==> src/rtl/itc_pkg.sv <==
// itc_pkg: shared defaults and helpers for the indirect target cache.
// Assumes: callers pass power-of-two set counts.
package itc_pkg;
    localparam int ITC_ADDR_W   = 32;
    localparam int ITC_GHR_W    = 8;
    localparam int ITC_SETS     = 16;
    localparam int ITC_WAYS     = 4;
    localparam int ITC_TAG_W    = 10;
    localparam int ITC_PATH_LEN = 2;
    localparam int ITC_SHIFT    = 2;
    localparam int ITC_LFSR_W   = 8;

    // Width of a way selector; at least one bit.
    function automatic int way_bits(input int ways);
        return (ways > 1) ? $clog2(ways) : 1;
    endfunction
endpackage

==> src/rtl/itc_set_hash.sv <==
// itc_set_hash: computes set index and tag for one access.
// Index = low bits of aligned pc ^ history ^ per-depth-shifted path words.
// Assumes ADDR_W covers SHIFT + (PATH_LEN-1)*step + log2(SETS) bits.
module itc_set_hash #(
    parameter int ADDR_W    = 32,
    parameter int GHR_W     = 8,
    parameter int SETS      = 16,
    parameter int TAG_W     = 10,
    parameter int PATH_LEN  = 2,
    parameter int SHIFT     = 2,
    parameter bit USE_GHIST = 1'b1,
    parameter bit USE_PATH  = 1'b1
) (
    input  logic [ADDR_W-1:0]          pc,
    input  logic [GHR_W-1:0]           ghist,
    input  logic [PATH_LEN*ADDR_W-1:0] path,
    output logic [$clog2(SETS)-1:0]    idx,
    output logic [TAG_W-1:0]           tag
);
    localparam int IDX_W = $clog2(SETS);
    localparam int STEP  = IDX_W / PATH_LEN;

    logic [GHR_W+IDX_W-1:0] gh_pad;
    logic                   unused_hash_in;

    assign gh_pad         = {{IDX_W{1'b0}}, ghist};
    assign unused_hash_in = ^{pc, path, gh_pad};

    // Fold the enabled history sources into the aligned address bits.
    always_comb begin
        idx = pc[SHIFT +: IDX_W];
        if (USE_GHIST) idx = idx ^ gh_pad[IDX_W-1:0];
        if (USE_PATH) begin
            for (int p = 0; p < PATH_LEN; p++) begin
                idx = idx ^ path[p*ADDR_W + SHIFT + p*STEP +: IDX_W];
            end
        end
    end

    // Tag carries address bits only.
    assign tag = pc[SHIFT +: TAG_W];
endmodule

==> src/rtl/itc_lfsr.sv <==
// itc_lfsr: free-running Galois LFSR used as the replacement way source.
// Assumes TAPS describes a maximal-length polynomial for LFSR_W.
module itc_lfsr #(
    parameter int               LFSR_W = 8,
    parameter logic [LFSR_W-1:0] TAPS  = 8'hB8,
    parameter logic [LFSR_W-1:0] SEED  = 8'h5A
) (
    input  logic              clk,
    input  logic              rst_n,
    output logic [LFSR_W-1:0] state
);
    // Advance one step per cycle; reseed on reset.
    always_ff @(posedge clk) begin
        if (!rst_n) state <= SEED;
        else        state <= (state >> 1) ^ (state[0] ? TAPS : '0);
    end

    // the generator must never reach the all-zero lock-up state
    lfsr_nonzero_chk: assert property (@(posedge clk) disable iff (!rst_n)
        state != '0);
endmodule

==> src/rtl/itc_store.sv <==
// itc_store: tag/target arrays with per-way valid bits.
// Reads are combinational and registered into the response. Writes land at the clock edge,
// so a same-cycle lookup sees the old contents.
// Assumes WAYS >= 2 and that a tag appears at most once per set.
module itc_store #(
    parameter int ADDR_W = 32,
    parameter int SETS   = 16,
    parameter int WAYS   = 4,
    parameter int TAG_W  = 10,
    parameter int WAY_W  = 2
) (
    input  logic                    clk,
    input  logic                    rst_n,
    input  logic                    lk_valid,
    input  logic [$clog2(SETS)-1:0] lk_idx,
    input  logic [TAG_W-1:0]        lk_tag,
    input  logic                    up_valid,
    input  logic [$clog2(SETS)-1:0] up_idx,
    input  logic [TAG_W-1:0]        up_tag,
    input  logic [ADDR_W-1:0]       up_target,
    input  logic [WAY_W-1:0]        rand_way,
    output logic                    rsp_valid,
    output logic                    rsp_hit,
    output logic [ADDR_W-1:0]       rsp_target
);
    localparam int IDX_W = $clog2(SETS);

    logic [WAYS-1:0]   vld_q [SETS];
    logic [TAG_W-1:0]  tag_q [SETS][WAYS];
    logic [ADDR_W-1:0] tgt_q [SETS][WAYS];

    logic              lk_hit;
    logic [ADDR_W-1:0] lk_tgt;
    logic              up_hit;
    logic [WAY_W-1:0]  up_match_way;
    logic [WAY_W-1:0]  wr_way;

    // Lookup compare: the lowest matching valid way wins.
    always_comb begin
        lk_hit = 1'b0;
        lk_tgt = '0;
        for (int w = WAYS-1; w >= 0; w--) begin
            if (vld_q[lk_idx][w] && tag_q[lk_idx][w] == lk_tag) begin
                lk_hit = 1'b1;
                lk_tgt = tgt_q[lk_idx][w];
            end
        end
    end

    // Update compare: find an existing copy of the tag.
    always_comb begin
        up_hit       = 1'b0;
        up_match_way = '0;
        for (int w = WAYS-1; w >= 0; w--) begin
            if (vld_q[up_idx][w] && tag_q[up_idx][w] == up_tag) begin
                up_hit       = 1'b1;
                up_match_way = WAY_W'(w);
            end
        end
        wr_way = up_hit ? up_match_way : rand_way;
    end

    // Valid bits: cleared on reset, set on a write.
    always_ff @(posedge clk) begin
        if (!rst_n) begin
            for (int s = 0; s < SETS; s++) vld_q[s] <= '0;
        end else if (up_valid) begin
            vld_q[up_idx][wr_way] <= 1'b1;
        end
    end

    // Tag and target payload: written in place or at the chosen victim.
    always_ff @(posedge clk) begin
        if (up_valid) begin
            tag_q[up_idx][wr_way] <= up_tag;
            tgt_q[up_idx][wr_way] <= up_target;
        end
    end

    // Register the lookup response.
    always_ff @(posedge clk) begin
        if (!rst_n) begin
            rsp_valid  <= 1'b0;
            rsp_hit    <= 1'b0;
            rsp_target <= '0;
        end else begin
            rsp_valid  <= lk_valid;
            rsp_hit    <= lk_valid && lk_hit;
            rsp_target <= (lk_valid && lk_hit) ? lk_tgt : '0;
        end
    end

    // Checker support: remember the last written set and tag.
    logic             chk_seen_q;
    logic [IDX_W-1:0] chk_idx_q;
    logic [TAG_W-1:0] chk_tag_q;
    int               chk_cnt;

    // Capture the write target for the post-write duplicate check.
    always_ff @(posedge clk) begin
        if (!rst_n) begin
            chk_seen_q <= 1'b0;
            chk_idx_q  <= '0;
            chk_tag_q  <= '0;
        end else begin
            chk_seen_q <= up_valid;
            chk_idx_q  <= up_idx;
            chk_tag_q  <= up_tag;
        end
    end

    // Count the copies of the written tag in its set.
    always_comb begin
        chk_cnt = 0;
        for (int w = 0; w < WAYS; w++) begin
            if (vld_q[chk_idx_q][w] && tag_q[chk_idx_q][w] == chk_tag_q) chk_cnt++;
        end
    end


    single_copy_chk: assert property (@(posedge clk) disable iff (!rst_n)
        chk_seen_q |-> chk_cnt == 1);

    rsp_follows_req_chk: assert property (@(posedge clk) disable iff (!rst_n)
        lk_valid |=> rsp_valid);

    rsp_idle_chk: assert property (@(posedge clk) disable iff (!rst_n)
        !lk_valid |=> !rsp_valid);

    hit_needs_valid_chk: assert property (@(posedge clk) disable iff (!rst_n)
        rsp_hit |-> rsp_valid);

    miss_zero_target_chk: assert property (@(posedge clk) disable iff (!rst_n)
        !rsp_hit |-> rsp_target == '0);
endmodule

==> src/rtl/itc_top.sv <==
// itc_top: indirect branch target cache.
// Two hash units (lookup and update), a replacement LFSR and the way store.
// Assumes SETS is a power of two and WAYS >= 2.
module itc_top
    import itc_pkg::*;
#(
    parameter int ADDR_W    = ITC_ADDR_W,
    parameter int GHR_W     = ITC_GHR_W,
    parameter int SETS      = ITC_SETS,
    parameter int WAYS      = ITC_WAYS,
    parameter int TAG_W     = ITC_TAG_W,
    parameter int PATH_LEN  = ITC_PATH_LEN,
    parameter int SHIFT     = ITC_SHIFT,
    parameter int LFSR_W    = ITC_LFSR_W,
    parameter bit USE_GHIST = 1'b1,
    parameter bit USE_PATH  = 1'b1
) (
    input  logic                       clk,
    input  logic                       rst_n,
    input  logic                       lk_valid,
    input  logic [ADDR_W-1:0]          lk_pc,
    input  logic [GHR_W-1:0]           lk_ghist,
    input  logic [PATH_LEN*ADDR_W-1:0] lk_path,
    input  logic                       up_valid,
    input  logic [ADDR_W-1:0]          up_pc,
    input  logic [GHR_W-1:0]           up_ghist,
    input  logic [PATH_LEN*ADDR_W-1:0] up_path,
    input  logic [ADDR_W-1:0]          up_target,
    output logic                       rsp_valid,
    output logic                       rsp_hit,
    output logic [ADDR_W-1:0]          rsp_target
);
    localparam int IDX_W = $clog2(SETS);
    localparam int WAY_W = way_bits(WAYS);

    // a power-of-two set count is required by the masked index
    initial sets_pow2_chk: assert ((SETS & (SETS - 1)) == 0 && SETS > 1);

    logic [IDX_W-1:0]  lk_idx, up_idx;
    logic [TAG_W-1:0]  lk_tag, up_tag;
    logic [LFSR_W-1:0] lfsr_state;
    logic [WAY_W-1:0]  rand_way;

    itc_set_hash #(.ADDR_W(ADDR_W), .GHR_W(GHR_W), .SETS(SETS), .TAG_W(TAG_W),
                   .PATH_LEN(PATH_LEN), .SHIFT(SHIFT),
                   .USE_GHIST(USE_GHIST), .USE_PATH(USE_PATH))
    lk_hash_i (.pc(lk_pc), .ghist(lk_ghist), .path(lk_path), .idx(lk_idx), .tag(lk_tag));

    itc_set_hash #(.ADDR_W(ADDR_W), .GHR_W(GHR_W), .SETS(SETS), .TAG_W(TAG_W),
                   .PATH_LEN(PATH_LEN), .SHIFT(SHIFT),
                   .USE_GHIST(USE_GHIST), .USE_PATH(USE_PATH))
    up_hash_i (.pc(up_pc), .ghist(up_ghist), .path(up_path), .idx(up_idx), .tag(up_tag));

    itc_lfsr #(.LFSR_W(LFSR_W)) lfsr_i (.clk(clk), .rst_n(rst_n), .state(lfsr_state));

    // Reduce the generator state to a legal way number.
    assign rand_way = WAY_W'(lfsr_state % LFSR_W'(WAYS));

    itc_store #(.ADDR_W(ADDR_W), .SETS(SETS), .WAYS(WAYS), .TAG_W(TAG_W), .WAY_W(WAY_W))
    store_i (
        .clk(clk), .rst_n(rst_n),
        .lk_valid(lk_valid), .lk_idx(lk_idx), .lk_tag(lk_tag),
        .up_valid(up_valid), .up_idx(up_idx), .up_tag(up_tag), .up_target(up_target),
        .rand_way(rand_way),
        .rsp_valid(rsp_valid), .rsp_hit(rsp_hit), .rsp_target(rsp_target)
    );
endmodule

==> config.mk <==
export PLATFORM = sky130hd
export DESIGN_NAME = itc_top
export DESIGN_NICKNAME = d
export VERILOG_FILES = /design/src/rtl/itc_pkg.sv /design/src/rtl/itc_set_hash.sv /design/src/rtl/itc_lfsr.sv /design/src/rtl/itc_store.sv /design/src/rtl/itc_top.sv
export SDC_FILE = /design/constraint.sdc
export NUM_CORES = 2
export LEC_CHECK = 0
export ABC_CLOCK_PERIOD_IN_PS = 23900
export CAP_MARGIN = 20
export CORE_ASPECT_RATIO = 0.9
export CORE_UTILIZATION = 62
export CTS_CLUSTER_DIAMETER = 200
export DETAILED_ROUTE_END_ITERATION = 16
export PLACE_DENSITY_LB_ADDON = 0.12
export SLEW_MARGIN = 0
export SYNTH_ARGS = -nofsm -noshare
export SYNTH_HDL_FRONTEND = slang
export SYNTH_HIERARCHICAL = 1
export SYNTH_SLANG_ARGS = --single-unit
==> constraint.sdc <==
create_clock -name clk -period 23.9 [get_ports clk]
set_clock_uncertainty 0.15 [all_clocks]
set_input_delay 7.17 -clock clk [delete_from_list [all_inputs] [get_ports clk]]
set_output_delay 7.17 -clock clk [all_outputs]
set_load 0.02 [all_outputs]
-- Word-level counts from Yosys, hierarchy flattened
Memories as Yosys holds them, arrays and structs flattened.
Cells that the tools add are included.
W data, S select, Z words.
- order comparisons: 4
- equality and inequality tests: 8
- muxes and demuxes: 33
- bitwise operators: 8
- reductions and logical operators: 13
- operators with widths (kind ; number):
    $mux W32 ; 5
    $mux W128 ; 1
    $eq A10 B10 Y1 ; 8
    $demux W32 S2 ; 1
    $mux W40 ; 1
    $xor A4 B4 Y4 ; 6
    $demux W10 S2 ; 1
    $mux W4 ; 4
    $mux W1 ; 12
    $logic_and A1 B1 Y1 ; 11
    $mux W10 ; 1
    $mux W2 ; 5
    $mux W8 ; 1
    $xor A7 B8 Y8 ; 1
    $reduce_or A4 Y1 ; 1
    $ge A3 B3 Y1 const B ; 1
    $lt A2 B3 Y1 const B ; 1
    $lt A3 B1 Y1 const B ; 1
    $not A2 Y3 ; 1
    $demux W1 S2 ; 1
    $ge A2 B1 Y1 const B ; 1
    $reduce_and A2 Y1 ; 1
- bits in registers: 42
- RAM bits: 2752
- bits of input ports: 244
- word-level logic and storage cells: 73
- memories: 3
- memories (name ; words ; bits a word ; rd ports ; clocked after memory_dff ; write ports ; line ; text):
    store_i.tgt_q ; 16 ; 128 ; 1 ; 0 ; 1 ; itc_store.sv:30 ; logic [ADDR_W-1:0] tgt_q [SETS][WAYS];
    store_i.tag_q ; 16 ; 40 ; 2 ; 0 ; 1 ; itc_store.sv:29 ; logic [TAG_W-1:0] tag_q [SETS][WAYS];
    store_i.vld_q ; 16 ; 4 ; 2 ; 0 ; 16 ; itc_store.sv:28 ; logic [WAYS-1:0] vld_q [SETS];

-- Depth between registers and ports, before layout
An unclocked memory read counts as a cell.
- depth in word-level cells: 18
- depth in mapped cells: 18
- depth with buffers taken out: 11

-- Modules after synthesis
Netlist, hierarchy kept.
- by module, submodules not included (module ; times used ; cells each ; area each (sq um)):
    itc_store ; 1 ; 5241 ; 113397.5
    itc_set_hash ; 2 ; 22 ; 180.2
    itc_lfsr ; 1 ; 19 ; 232.7

-- Worst setup path before layout
No wires, ideal clock.
- path type: input to register
- from: input up_path[2]
- to: memory store_i/tag_q[13][10] (netlist bit), enable pin
- arrival time: 13.832 ns
- data required time: 23.201 ns
- slack: 9.368 ns
- stages: 14
- buffers on the path: 4
- cell sequence: xor2_1 xnor2_1 buf_6 buf_2 buf_2 mux4_2 mux2i_1 xnor2_1 nor3_1 o211ai_1 a2111oi_0 nand2b_1 buf_2 nor4_1
- cells in the longest elaborated chain, start to end: 16
- elaborated cells between the ends (all ways): 28
- those cells by class: order compare: 2; eq/ne: 4; mux: 12; bitwise: 3; reduce/logical: 5; memory: 2
- ends and longest elaborated chain (what ; line ; text):
    start: declaration ; itc_top.sv:27 ; input logic [PATH_LEN*ADDR_W-1:0] up_path,
    $xor A4 B4 Y4 * (2 in series) ; itc_set_hash.sv:35 ; idx = idx ^ path[p*ADDR_W + SHIFT + p*STEP +: IDX_W];
    via up_idx[0] ; itc_top.sv:39 ; logic [IDX_W-1:0] lk_idx, up_idx;
    $mem_v2 Z16 W40 ; n/a ;
    $eq A10 B10 Y1 ; itc_store.sv:55 ; if (vld_q[up_idx][w] && tag_q[up_idx][w] == up_tag) begin
    $logic_and A1 B1 Y1 ; itc_store.sv:55 ;
    $mux W2 / $mux W1 (equally long branches) (4 in series) ; itc_store.sv:55 ;
    $mux W2 ; itc_store.sv:60 ; wr_way = up_hit ? up_match_way : rand_way;
    $not A2 Y3 (implied by the code) ; itc_store.sv:75 ; tag_q[up_idx][wr_way] <= up_tag;
    $ge A3 B3 Y1 (implied by the code) / $lt A3 B1 Y1 (equally long branches) ; itc_store.sv:75 ;
    $logic_and A1 B1 Y1 (implied by the code) ; itc_store.sv:75 ;
    $mux W10 (implied by the code) ; itc_store.sv:75 ;
    $demux W10 S2 ; itc_store.sv:75 ;
    $mux W40 (implied by the code) ; itc_store.sv:75 ;
    end: declaration ; itc_store.sv:29 ;
The timed path passes the listed nets; every way through them passes the cells marked *.

-- Worst setup path in the final report
- from: input up_pc[2]
- to: memory store_i/tgt_q[15][44] (netlist bit), enable pin
- cells in the longest elaborated chain, start to end: 17
- elaborated cells between the ends (all ways): 29
- those cells by class: order compare: 2; eq/ne: 4; mux: 12; bitwise: 4; reduce/logical: 5; memory: 2
- ends and longest elaborated chain (what ; line ; text):
    start: declaration ; itc_top.sv:25 ; input logic [ADDR_W-1:0] up_pc,
    $xor A4 B4 Y4 * ; itc_set_hash.sv:32 ; if (USE_GHIST) idx = idx ^ gh_pad[IDX_W-1:0];
    $xor A4 B4 Y4 * (2 in series) ; itc_set_hash.sv:35 ;
    via up_idx[0] ; itc_top.sv:39 ;
    $mem_v2 Z16 W40 ; n/a ;
    $eq A10 B10 Y1 ; itc_store.sv:55 ;
    $logic_and A1 B1 Y1 ; itc_store.sv:55 ;
    $mux W2 / $mux W1 (equally long branches) (4 in series) ; itc_store.sv:55 ;
    $mux W2 ; itc_store.sv:60 ;
    $not A2 Y3 (implied by the code) ; itc_store.sv:76 ; tgt_q[up_idx][wr_way] <= up_target;
    $ge A3 B3 Y1 (implied by the code) / $lt A3 B1 Y1 (equally long branches) ; itc_store.sv:76 ;
    $logic_and A1 B1 Y1 (implied by the code) ; itc_store.sv:76 ;
    $mux W32 (implied by the code) ; itc_store.sv:76 ;
    $demux W32 S2 ; itc_store.sv:76 ;
    $mux W128 (implied by the code) ; itc_store.sv:76 ;
    end: declaration ; itc_store.sv:30 ;
Marked as above.

==> flow_summary.ini <==
[synthesis]
synthArstFlopShare = 0
ys_ff_latch = 2794
ys.flop_type = edfxtp_1
syn_area_um2 = 114000
yosys_warnings = 6
synth.avg_cell_area_um2 = 21.49
seq_area_frac_synth = 0.7267
synthCells = 5304
syn-num-nets = 5548
synth_cell_type_count = 78
synth-edff-count = 2688

[cells_and_area]
drive_gt1_frac = 0.2902
nFillCells = 10715
final_nets = 5778
multiInputGateArea_um2 = 29780
register_area_um2 = 82840
layout_commonest_cell = edfxtp_1
layout_common_cells = edfxtp_1, mux4_2, clkbuf_16
syn_to_final_growth_pct = 11.60

[worst_hold_path]
hold_class = flop to flop
whs_path_depth = 1
min_from = lfsr_i/state[7]
hold_path_end = lfsr_i/state[6]

[global_routing]
grt_pass1_wl_mm = 435.1
grt_max_degree = 158
antenna_found_initial = 11
grt.overflow.total = 0
grt_pass1_vias = 58541
grt_util_all_layers = 0.3379

[timing]
tightestPinTransition_ns = 1.333
worst_hold_slack_ns = 0.2605
period_needed_ns = 14.61
slew_headroom = 0.1113
layout_worst_path_cycle_share = 0.6111
final-setup-viol-count = 0
drv_slew = 0
fmax_mhz = 68.47
tns_ns = 0
hold_viol = 0
rsz0062_at_grt = no

[floorplan]
die_h_um = 408.8
rows = 148
core_um2 = 181700
ios = 278
start_util = 0.6275
die_w_um = 454.0
die-area_um2 = 185600

[route]
wl_mm = 308.6
dr_total_vias = 59387
drt_iter0_markers = 8840
drt-vias-per-instance = 7.293
final_antenna_net_count = 0
wire_per_inst_um = 37.90
dr.pass1.iters = 8
drc_errors = 0

[place]
place.port_buffers = 113
gp_congestion = 0.9055
dp_hpwl_mm = 161.1

[power_and_ir_drop]
ir_drop_mv = 0.08688
leakage_nw = 40.12
powerDensity_nw_per_um2 = 90.84

[worst_setup_path]
worst-r2r-setup-slack_ns = 18.13
worstPathRequired_ns = 24.27
start_kind = input port
timing.rr.start = store_i/tag_q[14][16]
worstPathArrival_ns = 14.97
crit_path_end_kind = flop
crit_type = input port to flop
cp_max_fo = 76
reg2reg_depth = 10
r2r-end = store_i/tgt_q[15][44]

[clock_tree]
cts_buffer_depth = 4
cts_sinks = 2794
ctsResizeCount = 0
cts.hold.buffers_added = 0
clkLatencyLatePin_ns = 0.92
cts_tree = yes
cts_setup_buffers = 0
cts-root-buf = clkbuf_16
h-tree-depth = 5
clkTransAtPathRegs_ns = 0.06
cts_buffers = 288

[outcome]
status = finished clean

[job]
drv_cap = 0
cell families after synthesis:
group	after synthesis	share of synthesized area
buffers and inverters	400	0.01693
and+or+nand+nor	412	0.01762
xor gates and xnor gates	123	0.009451
muxes	1204	0.2053
AOI/OAI and AO/OA	371	0.02402
DFF	2794	0.7267
stage by stage:
step           utilization  std cells  total power [mW]  instance area (um2)  worst slack, ns
2_1_floorplan            -       5304             6.840               114000            9.368
3_3_place_gp        0.6499       7630             7.343               118100            8.429
3_5_place_dp        0.6501       7631             7.362               118100            8.287
4_1_cts             0.6986       8124             11.59               126900            9.266
5_1_grt             0.7002       8140             11.86               127200            9.009
6_report            0.7003       8143             11.56               127200            9.294
Yosys cell counts (all sizes together), types with 8 or more instances:
library cell	count	area, um2
xor2	37	324.1
buf	213	1227
clkbuf	148	555.5
mux2	29	326.6
nor3b	19	142.6
xnor2	86	753.2
a221oi	20	187.7
nor4	15	100.1
o21ai	44	250.2
a22oi	43	322.8
o2111ai	8	70.07
nand4	11	68.82
a21oi	22	110.1
a311oi	12	105.1
a22o	17	148.9
nor3	38	190.2
and2	15	95.10
nand3	29	145.1
o21a	27	202.7
o31ai	35	262.8
nor2	50	187.7
a31o	8	70.07
inv	34	127.6
edfxtp	2688	80720
mux2i	271	2713
and3	11	68.82
o22ai	47	294.0
mux4	904	20360
nor2b	16	100.1
a211oi	33	247.7
nand2	168	630.6
nand2b	24	150.1
dfxtp	106	2122
per-layer routing:
layer	share of wire	global-route usage
met4	0.046	0.1435
met5	0.00012	0
met1	0.37	0.4827
met3	0.12	0.08325
met2	0.47	0.5053
how the worst max path moves through the flow:
stage                from               endpoint  slack, ns
5_1_grt          up_pc[2]  store_i/tgt_q[15][38]       9.01
6_report         up_pc[2]  store_i/tgt_q[15][44]       9.29
3_5_place_dp     up_pc[2]   store_i/tgt_q[2][54]       8.29
2_1_floorplan  up_path[2]  store_i/tag_q[13][10]       9.37
3_3_place_gp     up_pc[2]   store_i/tgt_q[5][63]       8.43
4_1_cts          up_pc[2]   store_i/tag_q[2][12]       9.27
registers in the layout, summed over array words and instances (netlist names):
register / count
lfsr_i/state: 8
store_i/rsp_hit: 1
store_i/tgt_q: 2048
store_i/rsp_target: 32
store_i/vld_q: 64
store_i/rsp_valid: 1
store_i/tag_q: 640
final cells by class:
class	count	share of cell area
clock inverter	118	0.007377
tap	2400	0.02361
antenna	6	0.0001180
inverter	39	0.001210
sequential	2794	0.6512
clock buffer	375	0.06192
multi-input combinational	2110	0.2341
timing repair buffer	301	0.02046
critical path, cell delays in order:
cell	delay, ns
buf_2	0.07
buf_4	0.63
xnor2_1	0.24
xnor2_2	0.13
buf_4	0.60
buf_4	0.69
buf_4	0.73
mux4_2	0.60
mux2i_1	0.32
xnor2_1	0.17
nand3_1	0.12
o31a_1	0.20
nor4_2	0.46
a31oi_1	0.12
or3_2	0.89
nor2_4	1.06
buf_4	0.62
report_power, final:
group | switching (mW) | leakage (nW) | internal, mW
Combinational | 1.02 | 10.7 | 0.817
Sequential | 0.0159 | 25.0 | 5.42
Clock | 1.81 | 4.33 | 2.47
Power figures use the tool's default switching activity.
